===== config.mk =====
export PLATFORM = sky130hd
export DESIGN_NAME = rstpin_ctrl
export DESIGN_NICKNAME = d
export VERILOG_FILES = /design/src/rtl/rstpin_pkg.sv /design/src/rtl/rstpin_prescaler.sv /design/src/rtl/rstpin_pulse_timer.sv /design/src/rtl/rstpin_in_filter.sv /design/src/rtl/rstpin_regs.sv /design/src/rtl/rstpin_ctrl.sv
export SDC_FILE = /design/constraint.sdc
export NUM_CORES = 1
export LEC_CHECK = 0
export ABC_AREA = 1
export ABC_CLOCK_PERIOD_IN_PS = 1400
export CAP_MARGIN = 20
export CORE_UTILIZATION = 30
export CTS_BUF_LIST = sky130_fd_sc_hd__clkbuf_2 sky130_fd_sc_hd__clkbuf_4 sky130_fd_sc_hd__clkbuf_8
export CTS_CLUSTER_DIAMETER = 60
export DETAILED_ROUTE_END_ITERATION = 8
export DONT_BUFFER_PORTS = 1
export REMOVE_ABC_BUFFERS = 1
export SLEW_MARGIN = 40
export SYNTH_ARGS = -nofsm -noshare
export SYNTH_HDL_FRONTEND = slang
export SYNTH_SLANG_ARGS = --single-unit
export TNS_END_PERCENT = 10

===== constraint.sdc =====
create_clock -name clk -period 1.4 [get_ports clk]
set_clock_uncertainty 0.05 [all_clocks]
set_input_delay 0.14 -clock clk [delete_from_list [all_inputs] [get_ports clk]]
set_output_delay 0.14 -clock clk [all_outputs]
set_load 0.005 [all_outputs]

===== src/rtl/rstpin_pkg.sv =====
// Package: shared constants and helpers for the reset pin controller.
// Assumes 8-bit-or-wider registers; the bit positions below are fixed.
package rstpin_pkg;

    // Register addresses decoded by the register file
    localparam int unsigned ADDR_CFG   = 0;
    localparam int unsigned ADDR_MASK  = 1;
    localparam int unsigned ADDR_DAC   = 2;

    // Bit positions whose meaning the controller depends on
    localparam int unsigned CFG_PULSE_BIT = 4;
    localparam int unsigned MASK_OUT_EN_BIT = 7;

    // Power-on defaults
    localparam logic [7:0] CFG_DEFAULT  = 8'h08;
    localparam logic [7:0] MASK_DEFAULT = 8'h00;
    localparam logic [7:0] DAC_DEFAULT  = 8'h00;

    // Number of input synchronizer stages
    localparam int unsigned SYNC_STAGES = 2;

    // Pulse timer state
    typedef enum logic {
        PT_IDLE  = 1'b0,
        PT_DRIVE = 1'b1
    } pulse_state_t;

    // Integer division rounded up
    function automatic longint ceil_div(input longint num, input longint den);
        return (num + den - 1) / den;
    endfunction

endpackage


===== src/rtl/rstpin_prescaler.sv =====
// Module: free-running divider that emits a one-cycle tick every DIV cycles
// while run is high. A clear restarts the count so the first tick comes
// exactly DIV cycles after the clear.
module rstpin_prescaler #(
    parameter int DIV = 1000
) (
    input  logic clk,
    input  logic rst_n,
    input  logic clear,
    input  logic run,
    output logic tick
);
    localparam int CW = (DIV > 1) ? $clog2(DIV) : 1;

    generate
        if (DIV > 1) begin : g_div
            logic [CW-1:0] cnt_q;

            // Count cycles modulo DIV while running
            always_ff @(posedge clk) begin
                if (!rst_n) begin
                    cnt_q <= '0;
                end else if (clear) begin
                    cnt_q <= '0;
                end else if (run) begin
                    if (cnt_q == CW'(DIV - 1)) begin
                        cnt_q <= '0;
                    end else begin
                        cnt_q <= cnt_q + 1'b1;
                    end
                end
            end

            // Tick on the last count of each period
            always_comb begin
                tick = run && (cnt_q == CW'(DIV - 1));
            end
        end else begin : g_nodiv
            // Division by one: every running cycle is a tick
            always_comb begin
                tick = run && !clear;
            end
        end
    endgenerate

endmodule


===== src/rtl/rstpin_pulse_timer.sv =====
// Module: times the output pulse. A start in an idle cycle makes active high
// from the next cycle for exactly TICKS*DIV cycles; done is high in the last
// active cycle. Starts while active are ignored by construction of the
// caller (start is only raised when idle).
module rstpin_pulse_timer #(
    parameter int TICKS = 1000,
    parameter int DIV   = 1000
) (
    input  logic clk,
    input  logic rst_n,
    input  logic start,
    output logic active,
    output logic done
);
    import rstpin_pkg::*;

    localparam int TW = (TICKS > 1) ? $clog2(TICKS) : 1;

    pulse_state_t  state_q;
    logic [TW-1:0] tick_cnt_q;
    logic          tick;
    logic          last_tick;

    rstpin_prescaler #(
        .DIV (DIV)
    ) u_prescaler (
        .clk   (clk),
        .rst_n (rst_n),
        .clear (start),
        .run   (state_q == PT_DRIVE),
        .tick  (tick)
    );

    // Detect the tick that completes the pulse
    always_comb begin
        last_tick = tick && (tick_cnt_q == TW'(TICKS - 1));
    end

    // Pulse state and tick counting
    always_ff @(posedge clk) begin
        if (!rst_n) begin
            state_q    <= PT_IDLE;
            tick_cnt_q <= '0;
        end else begin
            case (state_q)
                PT_IDLE: begin
                    if (start) begin
                        state_q    <= PT_DRIVE;
                        tick_cnt_q <= '0;
                    end
                end
                PT_DRIVE: begin
                    if (last_tick) begin
                        state_q    <= PT_IDLE;
                        tick_cnt_q <= '0;
                    end else if (tick) begin
                        tick_cnt_q <= tick_cnt_q + 1'b1;
                    end
                end
                default: state_q <= PT_IDLE;
            endcase
        end
    end

    // Outputs derived from the state
    always_comb begin
        active = (state_q == PT_DRIVE);
        done   = (state_q == PT_DRIVE) && last_tick;
    end

endmodule


===== src/rtl/rstpin_in_filter.sv =====
// Module: synchronizes the pin level and accepts an external reset once the
// synchronized level has been low for FILT_CYCLES consecutive samples.
// While ignore is high (own pulse plus synchronizer tail) nothing is counted.
// One strobe per low period.
module rstpin_in_filter #(
    parameter int FILT_CYCLES = 16
) (
    input  logic clk,
    input  logic rst_n,
    input  logic pin_in,
    input  logic ignore,
    output logic strobe
);
    import rstpin_pkg::*;

    localparam int CW = $clog2(FILT_CYCLES + 1);

    logic [SYNC_STAGES-1:0] sync_q;
    logic [CW-1:0]          low_cnt_q;
    logic                   taken_q;
    logic                   strobe_q;
    logic                   pin_low;

    // Synchronizer chain, reset to the released (high) level
    generate
        for (genvar s = 0; s < SYNC_STAGES; s++) begin : g_sync
            always_ff @(posedge clk) begin
                if (!rst_n) begin
                    sync_q[s] <= 1'b1;
                end else if (s == 0) begin
                    sync_q[s] <= pin_in;
                end else begin
                    sync_q[s] <= sync_q[(s > 0) ? s - 1 : 0];
                end
            end
        end
    endgenerate

    always_comb begin
        pin_low = !sync_q[SYNC_STAGES-1];
    end

    // Count consecutive low samples and fire once per low period
    always_ff @(posedge clk) begin
        if (!rst_n) begin
            low_cnt_q <= '0;
            taken_q   <= 1'b0;
            strobe_q  <= 1'b0;
        end else begin
            strobe_q <= 1'b0;
            if (ignore || !pin_low) begin
                low_cnt_q <= '0;
                taken_q   <= 1'b0;
            end else if (!taken_q) begin
                if (low_cnt_q == CW'(FILT_CYCLES - 1)) begin
                    strobe_q <= 1'b1;
                    taken_q  <= 1'b1;
                    low_cnt_q <= '0;
                end else begin
                    low_cnt_q <= low_cnt_q + 1'b1;
                end
            end
        end
    end

    always_comb begin
        strobe = strobe_q;
    end

endmodule


===== src/rtl/rstpin_regs.sv =====
// Module: register file seen through the write/read port. Holds the
// configuration, mask and DAC registers (restored by the reset strobe) and
// VR_DEPTH value words at the top of the address space (kept across it).
// Decides when a write starts a pulse and keeps the self-clearing bit.
module rstpin_regs #(
    parameter int ADDR_W   = 3,
    parameter int DATA_W   = 8,
    parameter int VR_DEPTH = 4
) (
    input  logic              clk,
    input  logic              rst_n,
    input  logic              we,
    input  logic [ADDR_W-1:0] addr,
    input  logic [DATA_W-1:0] wdata,
    output logic [DATA_W-1:0] rdata,
    input  logic              rst_strobe,
    input  logic              pulse_active,
    input  logic              pulse_done,
    output logic              pulse_start,
    output logic              out_en,
    output logic              pulse_bit
);
    import rstpin_pkg::*;

    localparam int VR_BASE = (1 << ADDR_W) - VR_DEPTH;

    logic [DATA_W-1:0] cfg_q;
    logic [DATA_W-1:0] mask_q;
    logic [DATA_W-1:0] dac_q;
    logic [DATA_W-1:0] vr_q [VR_DEPTH];
    logic [DATA_W-1:0] cfg_next;
    logic              wr_cfg;

    // Decode a configuration write and whether it launches a pulse
    always_comb begin
        wr_cfg      = we && (addr == ADDR_W'(ADDR_CFG));
        pulse_start = wr_cfg && wdata[CFG_PULSE_BIT] && mask_q[MASK_OUT_EN_BIT]
                      && !pulse_active && !rst_strobe;
        cfg_next    = wdata;
        cfg_next[CFG_PULSE_BIT] = cfg_q[CFG_PULSE_BIT] | pulse_start;
    end

    // Configuration register with the self-clearing pulse bit
    always_ff @(posedge clk) begin
        if (!rst_n || rst_strobe) begin
            cfg_q <= DATA_W'(CFG_DEFAULT);
        end else begin
            if (wr_cfg) begin
                cfg_q <= cfg_next;
            end
            if (pulse_done) begin
                cfg_q[CFG_PULSE_BIT] <= 1'b0;
            end
        end
    end

    // Mask and DAC registers, both restored by the reset strobe
    always_ff @(posedge clk) begin
        if (!rst_n || rst_strobe) begin
            mask_q <= DATA_W'(MASK_DEFAULT);
            dac_q  <= DATA_W'(DAC_DEFAULT);
        end else if (we) begin
            if (addr == ADDR_W'(ADDR_MASK)) mask_q <= wdata;
            if (addr == ADDR_W'(ADDR_DAC))  dac_q  <= wdata;
        end
    end

    // Value words: cleared only by the block reset
    generate
        for (genvar v = 0; v < VR_DEPTH; v++) begin : g_vr
            always_ff @(posedge clk) begin
                if (!rst_n) begin
                    vr_q[v] <= '0;
                end else if (we && (addr == ADDR_W'(VR_BASE + v))) begin
                    vr_q[v] <= wdata;
                end
            end
        end
    endgenerate

    // Read multiplexer
    always_comb begin
        rdata = '0;
        if (addr == ADDR_W'(ADDR_CFG))  rdata = cfg_q;
        if (addr == ADDR_W'(ADDR_MASK)) rdata = mask_q;
        if (addr == ADDR_W'(ADDR_DAC))  rdata = dac_q;
        for (int v = 0; v < VR_DEPTH; v++) begin
            if (addr == ADDR_W'(VR_BASE + v)) rdata = vr_q[v];
        end
    end

    always_comb begin
        out_en    = mask_q[MASK_OUT_EN_BIT];
        pulse_bit = cfg_q[CFG_PULSE_BIT];
    end

endmodule


===== src/rtl/rstpin_ctrl.sv =====
// Module: top of the reset pin controller. Ties the register file, pulse
// timer and input filter together and masks the block's own drive from the
// input path, including the synchronizer tail after release.
// Assumes pin_in reflects the shared wire (low whenever pin_oe is high).
module rstpin_ctrl #(
    parameter int ADDR_W       = 3,
    parameter int DATA_W       = 8,
    parameter int VR_DEPTH     = 4,
    parameter int CLK_HZ       = 50_000_000,
    parameter int MIN_PULSE_US = 20_000,
    parameter int TICK_DIV     = 1000,
    parameter int FILT_CYCLES  = 16
) (
    input  logic              clk,
    input  logic              rst_n,
    input  logic              reg_we,
    input  logic [ADDR_W-1:0] reg_addr,
    input  logic [DATA_W-1:0] reg_wdata,
    output logic [DATA_W-1:0] reg_rdata,
    input  logic              pin_in,
    output logic              pin_oe,
    output logic              regs_rst_o
);
    import rstpin_pkg::*;

    localparam longint MIN_CYC   = ceil_div(longint'(CLK_HZ) * longint'(MIN_PULSE_US), 64'd1_000_000);
    localparam int     TICKS     = int'(ceil_div(MIN_CYC, longint'(TICK_DIV)));
    localparam int     PULSE_CYC = TICKS * TICK_DIV;
    localparam int     GW        = $clog2(SYNC_STAGES + 1);

    logic          pulse_start;
    logic          pulse_active;
    logic          pulse_done;
    logic          out_en;
    logic          pulse_bit;
    logic          in_ignore;
    logic [GW-1:0] guard_q;

    rstpin_regs #(
        .ADDR_W   (ADDR_W),
        .DATA_W   (DATA_W),
        .VR_DEPTH (VR_DEPTH)
    ) u_regs (
        .clk          (clk),
        .rst_n        (rst_n),
        .we           (reg_we),
        .addr         (reg_addr),
        .wdata        (reg_wdata),
        .rdata        (reg_rdata),
        .rst_strobe   (regs_rst_o),
        .pulse_active (pulse_active),
        .pulse_done   (pulse_done),
        .pulse_start  (pulse_start),
        .out_en       (out_en),
        .pulse_bit    (pulse_bit)
    );

    rstpin_pulse_timer #(
        .TICKS (TICKS),
        .DIV   (TICK_DIV)
    ) u_timer (
        .clk    (clk),
        .rst_n  (rst_n),
        .start  (pulse_start),
        .active (pulse_active),
        .done   (pulse_done)
    );

    // Hold the input off for the synchronizer depth after release
    always_ff @(posedge clk) begin
        if (!rst_n) begin
            guard_q <= '0;
        end else if (pulse_done) begin
            guard_q <= GW'(SYNC_STAGES);
        end else if (guard_q != '0) begin
            guard_q <= guard_q - 1'b1;
        end
    end

    // Input is ignored while starting, driving, or draining the synchronizer
    always_comb begin
        in_ignore = pulse_start || pulse_active || (guard_q != '0);
    end

    rstpin_in_filter #(
        .FILT_CYCLES (FILT_CYCLES)
    ) u_filter (
        .clk    (clk),
        .rst_n  (rst_n),
        .pin_in (pin_in),
        .ignore (in_ignore),
        .strobe (regs_rst_o)
    );

    always_comb begin
        pin_oe = pulse_active;
    end

endmodule


# Yosys cells after proc, flatten, opt, wreduce, memory -nomap -nowiden
# Memories as Yosys holds them, arrays and structs flattened.
# Cells that the tools add are included.
# classes
n_addsub	4
eq_ne	11
muxes	37
n_bitwise	7
n_reduce_logical	30
# ops
cell	count
2-to-1 mux 8 bit	11
2-to-1 mux 10 bit	4
adder 10 x 1 -> 10 bit, second input constant	2
equality test 10 bit, second input constant	2
case mux 10 bit (2 select lines)	1
2-to-1 mux 1 bit	17
equality test 3 bit, second input constant	4
logical AND 1 bit	12
OR reduction 2 bit	4
AND reduction 2 bit	3
adder 5 x 1 -> 5 bit, second input constant	1
equality test 5 x 4 -> 1 bit, second input constant	1
2-to-1 mux 5 bit	1
bitwise OR 1 bit	5
logical OR 1 bit	4
2-to-1 mux 2 bit	2
nonzero test 2 bit	2
equality test 3 x 1 -> 1 bit, second input constant	1
equality test 3 x 2 -> 1 bit, second input constant	1
zero test 1 bit	3
zero test 3 bit	1
!= test 3 bit, second input constant	1
OR reduction 3 bit	1
!= test 2 bit, second input constant	1
3 further kinds	4
# totals
regBits	56
mem_bits_rw	32
input_bits	15
out_inout_bits	10
wordCells	104
memories	1
# mem_list
name	depth	word_bits	rd	rd_ports_with_merged_regs	write_ports	line	rtl
u_regs.vr_q	4	8	4	0	4	rstpin_regs.sv:30	logic [DATA_W-1:0] vr_q [VR_DEPTH];

# Depth between registers and ports, before layout
# Gate-level depths: netlist (run 1).
# logic_depth
word_depth	10
mapped_depth	11
mapped_depth_nobuf	9

# Modules after synthesis
# From an unflattened synthesis (run 1), not the netlist that was laid out.
# unflattened
hier_cells	539
hier_area_um2	4229.1
# by_module_without_submodules
module	n_inst	cells_per_inst	area_per_inst_um2	seq_area_each_um2
rstpin_regs	1	311	2606.2	1441.4
rstpin_pulse_timer	1	89	641.9	220.2
rstpin_prescaler	1	83	548.0	200.2
rstpin_in_filter	1	43	346.6	180.2
rstpin_ctrl	1	13	86.3	40.0

# Worst setup path before layout (run 1)
# Ideal clock, no wire load.
# synth_timing
path_kind	input -> register
startpoint	in reg_addr[2]
endpoint	mem u_regs.vr_q[0][0] (enable)
arrival_ps	1114
slack_ps	-148
path_stages	3
path_cell_list	buf_4 > nand2_1 > o21ai_0
# synth_rtl
element	line	rtl
start, declared	rstpin_ctrl.sv:17	input logic [ADDR_W-1:0] reg_addr,
end, declared	rstpin_regs.sv:30	

# Final worst setup path (run 1)
# layout_timing
startpoint	reg u_timer.u_prescaler.g_div.cnt_q[1]
endpoint	reg u_timer.tick_cnt_q[0]
# layout_between
elab_chain_cells	5
# layout_lines
element	line	rtl
start, declared	rstpin_prescaler.sv:17	logic [CW-1:0] cnt_q;
start signal, assigned	rstpin_prescaler.sv:29	cnt_q <= cnt_q + 1'b1;
equality test 10 bit *	rstpin_prescaler.sv:36	tick = run && (cnt_q == CW'(DIV - 1));
logical AND 1 bit *	rstpin_prescaler.sv:36	
logical AND 1 bit	rstpin_pulse_timer.sv:36	last_tick = tick && (tick_cnt_q == TW'(TICKS - 1));
2-to-1 mux 10 bit or != test 3 bit (tied branches)	n/a	
case mux 10 bit (2 select lines) or AND reduction 2 bit (tied branches)	n/a	
end signal, assigned	rstpin_pulse_timer.sv:57	tick_cnt_q <= tick_cnt_q + 1'b1;
end, declared	rstpin_pulse_timer.sv:20	logic [TW-1:0] tick_cnt_q;
# Every way passes the cells marked *; elsewhere a longest branch is shown, timed or not.
# A chain may end at the register's enable or synchronous reset.

==> results of run 1 <==
-- layout make-up --
cell class | count | share of cell area [%]
multi-input cells | 345 | 36.1
clock inverters | 6 | 1.49
clock buffers | 10 | 2.66
inverters | 61 | 4.76
repair buffers | 48 | 8.28
well taps | 172 | 4.35
flip-flops and latches | 88 | 42.4
-- worst max-delay path, cell delays in order, from the launching register on --
cell,delay [ns]
dfxtp_2,0.36
ha_4,0.15
nand3_4,0.10
inv_4,0.07
nand3_4,0.08
nand2_4,0.12
buf_6,0.13
nand3_1,0.11
a21oi_2,0.13
-- per-stage QoR --
step           instance area, um^2  total power, W  util, %  hold WS [ns]  std cells
2_1_floorplan                 3930         0.00299        -         0.197        494
3_3_place_gp                  4420         0.00307     34.5         0.199        701
3_5_place_dp                  4420         0.00308     34.5         0.204        701
4_1_cts                       4760         0.00493     37.2        0.0186        727
5_1_grt                       4940         0.00508     38.5       -0.0574        730
6_report                      4940         0.00488     38.5       -0.0663        730
-- final timing paths --
path,start,endpoint,slack (ns),cells past startpoint
max,u_timer.u_prescaler.g_div.cnt_q[1],u_timer.tick_cnt_q[0],0.03,8
min,rst_n,u_filter.strobe,-0.07,2
max reg2reg,u_timer.u_prescaler.g_div.cnt_q[1],u_timer.tick_cnt_q[0],0.03,8
min reg2reg,u_filter.sync_q[0],u_filter.sync_q[1],0.38,1
-- state kept, by name (all words and copies together), names as in the netlist --
register	flops
u_regs.vr_q	32
u_regs.mask_q	8
u_regs.cfg_q	8
u_filter.taken_q	1
u_filter.strobe	1
u_timer.tick_cnt_q	10
guard_q	2
u_regs.dac_q	8
u_timer.active	1
u_timer.u_prescaler.g_div.cnt_q	10
u_filter.sync_q	2
u_filter.low_cnt_q	5
-- cells in the final DEF (no fill, tap or decap), types with 3 or more instances in the layout --
cell type        n
nand2_1        118
nor2_1          73
inv_1           52
dfxtp_1         50
buf_4           34
edfxtp_1        32
a21oi_1         29
nand3_1         26
o21ai_0         21
nor2_2          12
nor3_2          10
nand4_1         10
dlygate4sd3_1   10
clkbuf_8         9
nor3_1           8
inv_2            5
o21ai_1          5
nand2_2          4
nand3_2          4
dfxtp_2          4
nor3_4           3
nor2_4           3
nand2_4          3
inv_6            3
buf_6            3
-- power by group --
group	switching (W)	internal [W]	total, W
combinational	0.000193	0.0000976	0.000290
sequential	0.0000293	0.00273	0.00276
clock	0.000960	0.000870	0.00183
-- timing repair --
item / 4_1_cts / 5_1_grt
hold endpoints to repair: 29 / 7
gates cloned: 0 / 2
gates resized for setup: 12 / 44
endpoints found under the setup margin: 17 / 37
pin swaps: 3 / 13
setup buffers: 0 / 1
-- per-layer routing --
layer,track usage [%],part of all wire [%],vias to the layer above
li1,-,-,1724
met1,17.6,46,1538
met2,22.8,48,54
met3,4.31,4.6,7
met4,4.33,1.2,0
met5,0,0,-
-- logic make-up (layout without fill, tap and decap cells) --
group                    Yosys count  count (layout)  share of synthesized area, %
AO/OA/AOI/OAI                     60              60                          7.59
XOR/XNOR                           2               2                         0.438
adder cells (fa/ha/maj)            3               3                         0.938
buffers and inverters             72             125                          7.53
flip-flops                        88              88                          52.0
AND/OR/NAND/NOR                  280             280                          31.5
==> impl_metrics.csv, run 1 <==
group,metric,value,unit
synth,synth_edf_count,32,
flow_run,maxCapViolations,0,
outcome,status,"complete, but fails checks",
synth,syn_avg_cell_area,7.93,um^2
critical_path,critPathMaxFanout,5,
final_layout,synthToLayoutAreaGrowth,23.4,%
synth,syn_area,4000,um^2
final_layout,drive_gt1_share,21.1,%
critical_path,cp-start-kind,"flop",
clocking,cts_buffer_depth,2,
clocking,cts_num_sinks,88,
detailed_routing,drc,0,
detailed_routing,num_vias,3323,
clocking,cts.clk_slew.worst_paths,0.08,ns
detailed_routing,first_pass_iters,4,
synth,yosysTopAreaCell,"dfxtp_1",
sta,setup_viol,0,
sta,fmax,0.732,GHz
floorplanning,coreArea,12800,um^2
detailed_routing,viasPerCell,4.55,
final_layout,nFillCells,1306,
synth,synth.yosys.seq_area_share,52.0,%
synth,ys.flop_type,"dfxtp_1",
synth,synth_area_leaders,"dfxtp_1, edfxtp_1, nand2_1",
detailed_routing,drt-total-wl,9160,um
final_layout,diodes,0,
power,ir_worst_vdd,0.000752,V
floorplanning,dieArea,13800,um^2
floorplanning,rows,41,
sta,setup_ws,0.0336,ns
clocking,postCtsHoldBufs,10,
clocking,cts_tree,"done",
floorplanning,die_w,118,um
sta,maxSlewHeadroom,69.2,%
detailed_routing,first_iter_violations,188,
detailed_routing,drtAntennaViolNets,0,
critical_path,worst_ep_arrival_time,1.62,ns
grt,grt_max_degree,25,
clocking,htreeDepth,3,
synth,postSynthCellCount,505,
critical_path,crit_type,"flop to flop",
grt,antenna_found_initial,0,
final_layout,regArea,2090,um^2
place,hpwlAfterDp,6410,um
synth,yosysWarningCount,0,
synth,async_flop_share,0,%
sta,tightest_slew,0.461,ns
sta,hold_viol,7,
place,portBuffers,0,
grt,grt_use_total,14.0,%
final_layout,fin_nets,571,
sta,rsz0062_at_grt,"yes",
synth,synthTopCellsByCount,"nand2_1, nor2_1, dfxtp_1, inv_1, edfxtp_1",
grt,grt.overflow.total,0,
floorplanning,die_h,118,um
clocking,cts_buffers,9,
floorplanning,initial_core_util,31.2,%
grt,grt_pass1_wl,15500,um
outcome,violations,"hold timing",
clocking,clock_latency,0.37,ns
critical_path,crit_path_end_kind,"flop",
sta,fin_crit_sh,97.6,%
sta,maxSlewViolCount,0,
detailed_routing,wl_per_cell,12.5,um
synth,synth-seq-cells,88,
power,p_per_area,987,nW/um^2
floorplanning,pin_count,25,
critical_path,required,1.65,ns
sta,setup_tns,0,ns
synth,post-synth-top-count-cell,"nand2_1",
sta,timing.hold.ws,-0.0663,ns
synth,synth_cell_types,31,
clocking,root_buffer,"clkbuf_8",
worst_hold_path,hp-class,"input pin to flop",
synth,yosys.area.top_type_share,28.0,%
place,gp_congestion,0.804,
sta,min_period,1.37,ns
power,p_leak,1.96,nW
place,dp_slack,-0.137,ns
final_layout,multiInputGateArea,1780,um^2
grt,grt_pass1_vias,3213,
Power figures use the tool's default switching activity.
==> inputs of run 2 (changes only) <==
MAX_ROUTING_LAYER = met4   (was not set)
==> run 2 against run 1 <==
  * Sequential power hardly changed
  * Critical path depth is the same
  * Flip-flop and latch count unchanged
  * First-iteration DRC count fell by 4.3%
  * The run still ends with hold timing left
  * Final cell count unchanged
  * Highest routed layer unchanged
==> impl_metrics.csv, run 2 (same netlist as run 1, synthesis figures left out) <==
group,metric,value,unit
place,portBuffers,0,
critical_path,crit_path_max_incr_delay,0.36,ns
grt,grt_max_degree,25,
final_layout,reg_top3,"u_regs.vr_q: 32 flops, u_timer.tick_cnt_q: 10 flops, u_timer.u_prescaler.g_div.cnt_q: 10 flops",
worst_hold_path,worstHoldStart,"rst_n",
sta,maxSlewViolCount,0,
power,ir_worst_vdd,0.000750,V
final_layout,regArea,2090,um^2
sta,timing.hold.ws,-0.0668,ns
final_layout,diodes,0,
sta,maxSlewHeadroom,69.3,%
place,dpl.cell_count,701,
detailed_routing,first_pass_iters,4,
detailed_routing,num_vias,3333,
outcome,violations,"hold timing",
flow_run,maxCapViolations,0,
critical_path,cp_common_cell,"nand3_4",
critical_path,crit_type,"flop to flop",
sta,rsz0062_at_grt,"yes",
clocking,htreeDepth,3,
clocking,cts_num_sinks,88,
detailed_routing,first_iter_violations,180,
final_layout,nFillCells,1306,
clocking,postCtsHoldBufs,10,
outcome,status,"complete, but fails checks",
sta,setup_ws,0.0338,ns
detailed_routing,drc,0,
critical_path,cp-start-kind,"flop",
final_layout,fin_nets,571,
critical_path,critPathMaxFanout,5,
grt,grt_pass1_wl,15500,um
detailed_routing,drtAntennaViolNets,0,
critical_path,cpMaxStageDelayCell,"dfxtp_2",
sta,min_period,1.37,ns
clocking,cts_tree,"done",
sta,setup_viol,0,
sta,fmax,0.732,GHz
final_layout,multiInputGateArea,1780,um^2
floorplanning,rows,41,
final_layout,post-route-util,38.5,%
grt,antenna_found_initial,0,
detailed_routing,wl_per_cell,12.6,um
final_layout,final_common_cell,"nand2_1",
floorplanning,coreArea,12800,um^2
floorplanning,dieArea,13800,um^2
worst_hold_path,hp-class,"input pin to flop",
grt,met2_usage,22.9,%
grt,grt.overflow.total,0,
clocking,root_buffer,"clkbuf_8",
critical_path,worst-path-buf-inv,2,
floorplanning,die_h,118,um
clocking,cts_buffer_depth,2,
detailed_routing,viasPerCell,4.57,
floorplanning,initial_core_util,31.2,%
grt,grt_use_met1,17.5,%
clocking,cts.clk_slew.worst_paths,0.08,ns
final_layout,drive_gt1_share,21.1,%
critical_path,path_delay_family,"simple AND/OR/NAND/NOR gates",
grt,grt_use_total,14.4,%
floorplanning,die_w,118,um
critical_path,required,1.65,ns
clocking,cts_buffers,9,
critical_path,crit_path_end_kind,"flop",
critical_path,critPathLaunch,"u_timer.u_prescaler.g_div.cnt_q[1]",
detailed_routing,drt-total-wl,9170,um
grt,grt_pass1_vias,3214,
grt,top_usage_layer,"met2",
critical_path,worst_ep_arrival_time,1.62,ns
final_layout,final_cells,730,
critical_path,path_cells,"ha_4, nand3_4, inv_4, nand3_4, nand2_4, buf_6, nand3_1, a21oi_2",
floorplanning,pin_count,25,
sta,tightest_slew,0.460,ns
clocking,clock_latency,0.37,ns
grt,grt_use_met3,4.41,%
final_layout,largest-register,"u_regs.vr_q",
place,hpwlAfterDp,6410,um
sta,fin_crit_sh,97.6,%
final_layout,synthToLayoutAreaGrowth,23.4,%
final_layout,final_cell_mix,"nand2_1, nor2_1, inv_1, dfxtp_1, buf_4",
place,gp_congestion,0.815,
power,p_leak,1.96,nW
critical_path,r2r-start,"u_timer.u_prescaler.g_div.cnt_q[1]",
power,p_per_area,987,nW/um^2
final_layout,largest_reg_flops,32,
place,dp_slack,-0.137,ns
sta,hold_viol,7,
run 2: cell counts in the layout (fill, tap and decap cells not counted):
Identical to the previous run, type by type.
run 2: final timing paths:
kind / cells past startpoint / endpoint / slack [ns]
min: 2 / u_filter.strobe / -0.07
min reg2reg: 1 / u_filter.sync_q[1] / 0.38
max: 8 / u_timer.tick_cnt_q[0] / 0.03
max reg2reg: 8 / u_timer.tick_cnt_q[0] / 0.03
run 2: area by class of cell:
type | instances | share of cell area (%)
Timing Repair Buffer | 48 | 8.28
Sequential cell | 88 | 42.4
Inverter | 61 | 4.76
Tap cell | 172 | 4.35
Clock buffer | 10 | 2.66
Clock inverter | 6 | 1.49
Multi-Input combinational cell | 345 | 36.1
run 2: layer usage:
metal,up-vias,wire (um)
met5,-,0
met4,0,112
met3,9,431
met2,55,4410
met1,1544,4220
li1,1725,-
run 2: power by group:
| group | internal, W | switching, W |
|---|---|---|
| logic | 0.0000976 | 0.000192 |
| clock network | 0.000870 | 0.000961 |
| registers | 0.00273 | 0.0000293 |
run 2: repair_timing:
item                                   in CTS  in global routing
resized for setup                          12                 44
pin swaps                                   3                 13
gates cloned                                0                  2
setup endpoints to repair                  17                 37
endpoints found under the hold margin      29                  7
buffers inserted                            0                  1
run 2: metrics by stage:
step / power, W / instance area [um^2] / TNS [ns]
final: 0.00488 / 4940 / 0
after CTS: 0.00493 / 4760 / -0.0849
after global placement: 0.00307 / 4420 / -0.410
after floorplan: 0.00299 / 3930 / -2.18
after global routing: 0.00508 / 4940 / -0.532
after detailed placement: 0.00308 / 4420 / -1.06
==> inputs of run 3 (changes only) <==
HOLD_SLACK_MARGIN = 0.08   (was not set)
PLACE_DENSITY = 0.55   (was not set)
==> run 3 against run 2 <==
  * The run ends with setup timing left
  * Maximum frequency is 3.2% lower
  * Die area stayed put
  * Count of clock-buffer cells in the layout stayed put
  * Global-route usage is 1.0 points higher
  * Worst hold slack better by 0.17 ns
  * First-iteration DRC count is 5.6% lower
  * Critical path type unchanged
==> impl_metrics.csv, run 3 (same netlist as run 1, synthesis figures left out) <==
group,metric,value,unit
final_layout,diodes,0,
critical_path,critPathMaxFanout,5,
place,portBuffers,0,
floorplanning,die_h,118,um
clocking,cts_num_sinks,88,
outcome,violations,"setup timing",
detailed_routing,drtAntennaViolNets,0,
final_layout,synthToLayoutAreaGrowth,25.2,%
worst_hold_path,hp-class,"input pin to flop",
place,gp_congestion,0.802,
critical_path,crit_path_end_kind,"flop",
critical_path,cp-start-kind,"flop",
clocking,cts_buffers,9,
place,dpl.cell_count,704,
sta,min_period,1.41,ns
final_layout,final_common_cell,"nand2_1",
floorplanning,initial_core_util,31.2,%
final_layout,post-route-util,39.1,%
clocking,cts_buffer_depth,2,
detailed_routing,first_pass_iters,6,
place,hpwlAfterDp,6740,um
sta,setup_ws,-0.0109,ns
power,p_per_area,970,nW/um^2
final_layout,final_cells,738,
critical_path,crit_type,"flop to flop",
final_layout,fin_nets,579,
power,ir_worst_vdd,0.000436,V
sta,maxSlewHeadroom,60.9,%
final_layout,drive_gt1_share,21.0,%
final_layout,largest_reg_flops,32,
floorplanning,die_w,118,um
grt,grt_max_degree,25,
grt,grt.overflow.total,0,
flow_run,maxCapViolations,0,
sta,hold_viol,0,
critical_path,worst_ep_arrival_time,1.66,ns
floorplanning,dieArea,13800,um^2
floorplanning,rows,41,
detailed_routing,num_vias,3379,
sta,tightest_slew,0.586,ns
sta,rsz0062_at_grt,"yes",
floorplanning,coreArea,12800,um^2
sta,fin_crit_sh,101,%
sta,maxSlewViolCount,0,
final_layout,reg_top3,"u_regs.vr_q: 32 flops, u_timer.tick_cnt_q: 10 flops, u_timer.u_prescaler.g_div.cnt_q: 10 flops",
grt,grt_use_total,15.4,%
clocking,cts_tree,"done",
sta,setup_tns,-0.0247,ns
final_layout,largest-register,"u_regs.vr_q",
clocking,htreeDepth,3,
final_layout,final_cell_mix,"nand2_1, nor2_1, inv_1, dfxtp_1, buf_4",
clocking,root_buffer,"clkbuf_8",
clocking,cts.clk_slew.worst_paths,0.10,ns
grt,grt_pass1_wl,16300,um
detailed_routing,wl_per_cell,13.0,um
critical_path,required,1.65,ns
grt,antenna_found_initial,0,
sta,setup_viol,3,
detailed_routing,first_iter_violations,170,
detailed_routing,viasPerCell,4.58,
grt,grt_pass1_vias,3378,
sta,fmax,0.709,GHz
power,p_leak,2.03,nW
detailed_routing,drt-total-wl,9560,um
floorplanning,pin_count,25,
detailed_routing,drc,0,
outcome,status,"complete, but fails checks",
clocking,clock_latency,0.37,ns
run 3: area by class of cell:
type | count | area (um^2)
Timing Repair Buffer | 56 | 483
Multi-Input combinational cell | 345 | 1790
Fill cell | 1318 | 7810
Sequential cell | 88 | 2090
Clock buffer | 10 | 131
Inverter | 61 | 233
Tap cell | 172 | 215
Clock inverter | 6 | 68.8
run 3: power by group:
part           internal (W)  switching, W  total, W
clock              0.000854      0.000933   0.00179
combinational      0.000111      0.000203  0.000314
sequential          0.00273     0.0000286   0.00276
total               0.00370       0.00117   0.00486
run 3: path summary, 6_finish.rpt:
| kind | start | end | slack (ns) | cells after the start |
|---|---|---|---|---|
| max | u_timer.u_prescaler.g_div.cnt_q[3] | u_timer.tick_cnt_q[0] | -0.01 | 8 |
| min | reg_addr[2] | u_regs.mask_q[2] | 0.1 | 3 |
| max reg2reg | u_timer.u_prescaler.g_div.cnt_q[3] | u_timer.tick_cnt_q[0] | -0.01 | 8 |
| min reg2reg | u_filter.sync_q[0] | u_filter.sync_q[1] | 0.37 | 1 |
run 3: worst max-delay path: stages (launching register included):
cell and delay, ns:
dfxtp_2 0.36, inv_1 0.08, nand2_1 0.07, nor2_2 0.19
nand3_4 0.11, nand2_4 0.11, buf_4 0.14, nand3_1 0.11
a21oi_2 0.13
run 3: layer usage:
metal | part of all wire, % | wire (um) | track usage (%)
met3 | 5.4 | 520 | 4.65
met1 | 46 | 4370 | 18.6
met4 | 1.3 | 121 | 4.73
met5 | 0 | 0 | -
met2 | 48 | 4550 | 24.6
run 3: through the flow:
stage / area [um^2] / total power [W] / hold WS, ns / setup WS, ns
global route: 5010 / 0.00510 / 0.0896 / -0.129
global placement: 4450 / 0.00308 / 0.199 / -0.0281
detailed placement: 4450 / 0.00309 / 0.203 / -0.128
CTS: 4870 / 0.00494 / 0.0824 / 0.00102
finish: 5010 / 0.00486 / 0.0986 / -0.0109
floorplan: 3930 / 0.00299 / 0.197 / -0.159
run 3: what timing repair did:
action                                 4_1_cts  5_1_grt
pin swaps                                    6       14
setup endpoints to repair                   20       30
buffers inserted                             0        2
endpoints found under the hold margin       91        0
hold buffers                                16        0
gates resized for setup                     21       34
